**config.mk**
```make
export PLATFORM = sky130hd
export DESIGN_NAME = sio_b2_sram
export DESIGN_NICKNAME = d
export VERILOG_FILES = /design/src/rtl/sio_b2_pkg.sv /design/src/rtl/sio_b2_wr_gather.sv /design/src/rtl/sio_b2_array.sv /design/src/rtl/sio_b2_rd_serial.sv /design/src/rtl/sio_b2_sram.sv
export SDC_FILE = /design/constraint.sdc
export NUM_CORES = 2
export LEC_CHECK = 0
export ABC_AREA = 1
export BUFFER_PORTS_ARGS = -buffer_cell sky130_fd_sc_hd__buf_2
export CAP_MARGIN = 20
export CELL_PAD_IN_SITES_DETAIL_PLACEMENT = 2
export CELL_PAD_IN_SITES_GLOBAL_PLACEMENT = 2
export CORE_ASPECT_RATIO = 1.1
export CORE_MARGIN = 8
export CORE_UTILIZATION = 35
export CTS_BUF_LIST = sky130_fd_sc_hd__clkbuf_16
export CTS_CLUSTER_DIAMETER = 80
export DETAILED_ROUTE_END_ITERATION = 7
export PLACE_DENSITY = 0.76
export REMOVE_ABC_BUFFERS = 1
export SETUP_SLACK_MARGIN = 0.4
export SYNTH_ARGS = -nofsm -noshare
export SYNTH_HDL_FRONTEND = slang
export SYNTH_SLANG_ARGS = --single-unit
```
**constraint.sdc**
```tcl
create_clock -name clk -period 5.65 [get_ports clk]
set_input_delay 0.2825 -clock clk [delete_from_list [all_inputs] [get_ports clk]]
set_output_delay 0.2825 -clock clk [all_outputs]
set_load 0.02 [all_outputs]
```
**src/rtl/sio_b2_pkg.sv**
```systemverilog
package sio_b2_pkg;
    typedef enum logic [1:0] {
        W_IDLE,
        W_LOW,
        W_HIGH
    } wr_state_e;

    typedef enum logic [2:0] {
        R_IDLE,
        R_FETCH,
        R_LOW,
        R_HIGH,
        R_HIGH_FETCH
    } rd_state_e;
endpackage

```
**src/rtl/sio_b2_wr_gather.sv**
```systemverilog
module sio_b2_wr_gather
    import sio_b2_pkg::*;
#(
    parameter int LANE_W = 9,
    parameter int LANES  = 2,
    parameter int AW     = 6,
    localparam int DW    = LANE_W * LANES,
    localparam int WW    = 2 * DW
) (
    input  logic               clk,
    input  logic               rst,
    input  logic               wr_req,
    input  logic [AW-1:0]      wr_addr,
    input  logic [DW-1:0]      wr_data,
    input  logic [LANES-1:0]   wr_be,
    output logic               commit,
    output logic [AW-1:0]      commit_addr,
    output logic [WW-1:0]      commit_word,
    output logic [2*LANES-1:0] commit_mask
);
    wr_state_e          state, nxt;
    logic [AW-1:0]      addr_q;
    logic [DW-1:0]      low_q;
    logic [LANES-1:0]   low_be_q;

    always_ff @(posedge clk) begin
        if (rst) state <= W_IDLE;
        else     state <= nxt;
    end

    always_comb begin
        nxt = state;
        unique case (state)
            W_IDLE:  nxt = wr_req ? W_LOW : W_IDLE;
            W_LOW:   nxt = W_HIGH;
            W_HIGH:  nxt = wr_req ? W_LOW : W_IDLE;
            default: nxt = W_IDLE;
        endcase
    end

    // Address and lower-beat holding registers need no reset.
    always_ff @(posedge clk) begin
        if (wr_req && state != W_LOW) addr_q <= wr_addr;
        if (state == W_LOW) begin
            low_q    <= wr_data;
            low_be_q <= wr_be;
        end
    end

    // Upper beat is taken straight from the port in the commit cycle.
    always_comb begin
        commit      = (state == W_HIGH) && !rst;
        commit_addr = addr_q;
        commit_word = {wr_data, low_q};
        commit_mask = {wr_be, low_be_q};
    end
endmodule

```
**src/rtl/sio_b2_array.sv**
```systemverilog
module sio_b2_array #(
    parameter int LANE_W = 9,
    parameter int LANES  = 2,
    parameter int AW     = 6,
    localparam int WLANES = 2 * LANES,
    localparam int WW     = LANE_W * WLANES,
    localparam int DEPTH  = 1 << AW
) (
    input  logic              clk,
    input  logic              we,
    input  logic [AW-1:0]     waddr,
    input  logic [WW-1:0]     wdata,
    input  logic [WLANES-1:0] wmask,
    input  logic [AW-1:0]     raddr,
    output logic [WW-1:0]     rdata
);
    logic [WW-1:0] mem [DEPTH];

    always_ff @(posedge clk) begin
        if (we) begin
            for (int l = 0; l < WLANES; l++) begin
                if (wmask[l]) mem[waddr][l*LANE_W +: LANE_W] <= wdata[l*LANE_W +: LANE_W];
            end
        end
    end

    assign rdata = mem[raddr];
endmodule

```
**src/rtl/sio_b2_rd_serial.sv**
```systemverilog
module sio_b2_rd_serial
    import sio_b2_pkg::*;
#(
    parameter int LANE_W = 9,
    parameter int LANES  = 2,
    parameter int AW     = 6,
    localparam int DW    = LANE_W * LANES,
    localparam int WW    = 2 * DW
) (
    input  logic               clk,
    input  logic               rst,
    input  logic               rd_req,
    input  logic [AW-1:0]      rd_addr,
    output logic [AW-1:0]      fetch_addr,
    input  logic [WW-1:0]      fetch_word,
    input  logic               byp_en,
    input  logic [AW-1:0]      byp_addr,
    input  logic [WW-1:0]      byp_word,
    input  logic [2*LANES-1:0] byp_mask,
    output logic [DW-1:0]      rd_data,
    output logic               rd_valid,
    output logic               rd_echo
);
    rd_state_e      state, nxt;
    logic [AW-1:0]  addr_q;
    logic [WW-1:0]  word_q;
    logic [WW-1:0]  merged;
    logic           byp_hit;
    logic           take_req;
    logic           load_word;

    assign fetch_addr = addr_q;
    assign byp_hit    = byp_en && (byp_addr == addr_q);
    assign take_req   = rd_req && (state == R_IDLE || state == R_LOW || state == R_HIGH);
    assign load_word  = (state == R_FETCH) || (state == R_HIGH_FETCH);

    // Per-lane choice between the committing write and the array.
    for (genvar l = 0; l < 2 * LANES; l++) begin : g_lane
        assign merged[l*LANE_W +: LANE_W] = (byp_hit && byp_mask[l])
            ? byp_word[l*LANE_W +: LANE_W]
            : fetch_word[l*LANE_W +: LANE_W];
    end

    always_ff @(posedge clk) begin
        if (rst) state <= R_IDLE;
        else     state <= nxt;
    end

    always_comb begin
        nxt = state;
        unique case (state)
            R_IDLE:       nxt = rd_req ? R_FETCH : R_IDLE;
            R_FETCH:      nxt = R_LOW;
            R_LOW:        nxt = rd_req ? R_HIGH_FETCH : R_HIGH;
            R_HIGH:       nxt = rd_req ? R_FETCH : R_IDLE;
            R_HIGH_FETCH: nxt = R_LOW;
            default:      nxt = R_IDLE;
        endcase
    end

    always_ff @(posedge clk) begin
        if (take_req)  addr_q <= rd_addr;
        if (load_word) word_q <= merged;
    end

    always_comb begin
        rd_valid = 1'b0;
        rd_echo  = 1'b0;
        rd_data  = '0;
        unique case (state)
            R_LOW: begin
                rd_valid = 1'b1;
                rd_echo  = 1'b1;
                rd_data  = word_q[DW-1:0];
            end
            R_HIGH, R_HIGH_FETCH: begin
                rd_valid = 1'b1;
                rd_data  = word_q[WW-1:DW];
            end
            default: ;
        endcase
    end
endmodule

```
**src/rtl/sio_b2_sram.sv**
```systemverilog
module sio_b2_sram #(
    parameter int LANE_W = 9,
    parameter int LANES  = 2,
    parameter int AW     = 6,
    localparam int DW    = LANE_W * LANES,
    localparam int WW    = 2 * DW
) (
    input  logic             clk,
    input  logic             rst,
    input  logic             wr_req,
    input  logic [AW-1:0]    wr_addr,
    input  logic [DW-1:0]    wr_data,
    input  logic [LANES-1:0] wr_be,
    input  logic             rd_req,
    input  logic [AW-1:0]    rd_addr,
    output logic [DW-1:0]    rd_data,
    output logic             rd_valid,
    output logic             rd_echo
);
    logic               commit;
    logic [AW-1:0]      commit_addr;
    logic [WW-1:0]      commit_word;
    logic [2*LANES-1:0] commit_mask;
    logic [AW-1:0]      fetch_addr;
    logic [WW-1:0]      fetch_word;

    sio_b2_wr_gather #(.LANE_W(LANE_W), .LANES(LANES), .AW(AW)) u_wr (
        .clk         (clk),
        .rst         (rst),
        .wr_req      (wr_req),
        .wr_addr     (wr_addr),
        .wr_data     (wr_data),
        .wr_be       (wr_be),
        .commit      (commit),
        .commit_addr (commit_addr),
        .commit_word (commit_word),
        .commit_mask (commit_mask)
    );

    sio_b2_array #(.LANE_W(LANE_W), .LANES(LANES), .AW(AW)) u_mem (
        .clk   (clk),
        .we    (commit),
        .waddr (commit_addr),
        .wdata (commit_word),
        .wmask (commit_mask),
        .raddr (fetch_addr),
        .rdata (fetch_word)
    );

    sio_b2_rd_serial #(.LANE_W(LANE_W), .LANES(LANES), .AW(AW)) u_rd (
        .clk        (clk),
        .rst        (rst),
        .rd_req     (rd_req),
        .rd_addr    (rd_addr),
        .fetch_addr (fetch_addr),
        .fetch_word (fetch_word),
        .byp_en     (commit),
        .byp_addr   (commit_addr),
        .byp_word   (commit_word),
        .byp_mask   (commit_mask),
        .rd_data    (rd_data),
        .rd_valid   (rd_valid),
        .rd_echo    (rd_echo)
    );
endmodule

```
==> run_results.csv <==
group,metric,value,unit
status,status,"complete, no violations",
setup_path,path_cells,"inv_1, nor3_1, nand2_1, nor2_1",
route,routed_wl,356000,µm
global_route,grt_pass1_wl,512000,µm
clock_tree,clock_sinks,2377,
setup_path,slowest_delay,1.20,ns
global_route,antenna_found_initial,20,
clock_tree,clock_path_buffers,4,
synth,synth_edf_count,2372,
global_route,grt_usage,23.7,%
synth,yosysSeqAreaShare,74.5,%
power,p_sw_share,24.6,%
global_route,grt.overflow.total,0,
die,rows,201,
cells_and_area,fin_nets,7962,
die,die_y,565,µm
clock_tree,h-tree-depth,4,
timing,slew_headroom,16.8,%
setup_path,crit_path_end_kind,"flip-flop",
synth,synth_compound_area_share,0.186,%
synth,synth_area,95800,µm²
timing,drv_slew,0,
placed_design,post-dp-hpwl,202000,µm
route,vias,66747,
placed_design,portBuffers,55,
power,pwr-share-clk,41.2,%
power,powerDensity,353,nW/µm²
clock_tree,numCtsBuffers,242,
power,pwr-share-seq,51.2,%
global_route,grt_max_degree,200,
timing,worst_slew_pin_slew,1.25,ns
route,met3_length,20200,µm
setup_path,crit_type,"flip-flop to flip-flop",
cells_and_area,area_growth,12.4,%
route,met1_length,137000,µm
route,ant_nets,0,
route,dr.first_iter.drc_count,6211,
die,start_util,35.2,%
setup_path,cp-start-kind,"flip-flop",
route,viasPerCell,5.66,
synth,synth_top_family_by_area,"simple AND/OR/NAND/NOR gates",
synth,yosysWarnings,0,
route,firstDrtPassIters,6,
setup_path,cp_max_fo,9,
synth,yosys.area_share.xor_xnor,0.0183,%
synth,synth_flop_cell,"edfxtp_1",
synth,synthDistinctLibCells,24,
timing,max_freq,244,MHz
setup_path,worst_path_max_delay_cell,"nor2_1",
clock_tree,cts_tree,"yes",
timing,post-route-period-util,72.6,%
route,highest_layer,"met5",
die,die_x,515,µm
power,cellLeakagePower,36.8,nW
synth,yosysTopAreaCellShare,74.4,%
clock_tree,clock_latency,0.92,ns
route,met2RoutedLength,178000,µm
setup_path,path_buf_inv,1,
timing,setup_violations,0,
synth,async_flop_share,0,%
clock_tree,path_clk_slew,0.06,ns
die,dieArea,291000,µm²
die,io_pins,56,
worst_hold_path,hold_path.class,"input pin to flip-flop",
synth,synth_adder_area_share,0,%
power,combPwrFrac,7.6,%
clock_tree,cts_resized,0,
timing,setup-tns-final,0,ns
clock_tree,post_cts_buffers,0,
synth,synth.top_cells.by_area,"edfxtp_1, nand3_1, nand2_1",
synth,synth_top_area_cell,"edfxtp_1",
cells_and_area,layout_common_cells,"nand2_1, edfxtp_1, nand3_1",
route,drcViolationCount,0,
setup_path,reg2reg_slack,1.55,ns
global_route,grt_pass1_vias,73299,
cells_and_area,mostFrequentLayoutCell,"nand2_1",
route,wl_per_cell,30.2,µm
power,p_int,0.0286,W
synth,synth-simple-area-share,22.8,%
power,peakVddDrop,0.000273,V
placed_design,gp_congestion,0.815,
synth,syn_avg_cell_area,12.0,µm²
timing,hold_viol_final,0,
timing,grt_setup_unrepaired,"no",
setup_path,cp.arrival,4.62,ns
power,netSwitchingPower,0.00937,W
setup_path,cp.required,6.16,ns
timing,period_needed,4.10,ns
setup_path,crit_family,"simple AND/OR/NAND/NOR gates",
cells_and_area,drive_gt1_share,6.55,%
clock_tree,cts_hold_buf,18,
cells_and_area,final_core_util,39.5,%
synth,synth_cells,7989,
clock_tree,cts-root-buf,"clkbuf_16",
synth,synthMuxAreaShare,0,%
synth,yosys_register_bits,2377,
die,placeableCoreArea,272000,µm²
timing,finClkSkew,0.0592,ns
run,maxCapViolations,0,
-- layer usage --
metal,vias to the layer above,track usage (%)
li1,28338,-
met1,35102,28.4
met2,2521,41.0
met3,782,3.06
met4,4,13.6
met5,-,0
-- flip-flops by register name, summed over array words and instances (netlist names) --
name,cells
u_mem.mem,2304
u_rd.word_q,36
u_wr.low_q,18
u_rd.fetch_addr,6
u_wr.commit_addr,6
u_rd.state,3
u_wr.low_be_q,2
u_wr.state,2
-- path summary, 6_finish.rpt --
path / startpoint / to / cells past startpoint
setup / recovery: u_wr.commit_addr[3] / u_mem.mem[45][9] / 4
setup reg to reg: u_wr.commit_addr[3] / u_mem.mem[45][9] / 4
hold reg to reg: u_wr.state[1] / u_wr.state[1] / 1
hold / removal: rd_addr[2] / u_rd.fetch_addr[2] / 2
-- through the flow --
| stage | setup WS, ns | instance area, µm² | hold WS, ns | std cells | total power (W) |
|---|---|---|---|---|---|
| finish | 1.55 | 108000 | 0.100 | 11797 | 0.0380 |
| global route | 1.58 | 108000 | 0.105 | 11777 | 0.0389 |
| floorplan | -64.68 | 93500 | 0.355 | 7464 | 0.0219 |
| global placement | 2.07 | 99600 | 0.434 | 11283 | 0.0225 |
| CTS | 1.80 | 107000 | 0.0294 | 11746 | 0.0382 |
| detailed placement | 1.87 | 99700 | 0.462 | 11292 | 0.0227 |
-- power by group through the flow --
stage          clock network [W]  logic, W  registers (W)
6_report                  0.0157   0.00290         0.0195
3_3_place_gp                   0   0.00269         0.0198
4_1_cts                   0.0158   0.00290         0.0195
2_1_floorplan                  0   0.00184         0.0201
5_1_grt                   0.0163   0.00308         0.0195
3_5_place_dp                   0   0.00284         0.0198
-- cell usage after synthesis (2+ instances only) --
| library cell | count |
|---|---|
| edfxtp_1 | 2372 |
| a22o_1 | 18 |
| buf_4 | 15 |
| dfxtp_1 | 5 |
| inv_2 | 7 |
| nand3_1 | 2246 |
| inv_1 | 10 |
| clkinv_4 | 4 |
| buf_1 | 90 |
| nand4_4 | 4 |
| buf_2 | 185 |
| nand2_1 | 2503 |
| nor3_1 | 20 |
| nor2_1 | 265 |
| clkbuf_1 | 235 |
| xor2_1 | 2 |
-- logic make-up (layout without fill, tap and decap cells) --
group                     count (synthesis)  after routing
AOI/OAI and AO/OA                        21             21
DFF                                    2377           2377
and+or+nand+nor                        5042           5042
buffers and inverters                   547            676
xor gates and xnor gates                  2              2
other                                     0             25
-- final cells by class --
| type | instances | area, µm² |
|---|---|---|
| timing repair buffer | 218 | 2000 |
| clock inverter | 192 | 1320 |
| multi-input combinational | 5065 | 22100 |
| tap | 3654 | 4570 |
| antenna | 25 | 62.6 |
| sequential | 2377 | 71300 |
| fill | 27540 | 165000 |
| clock buffer | 244 | 6110 |
| inverter | 22 | 131 |
Note: power is estimated with default switching activity, not from simulation.
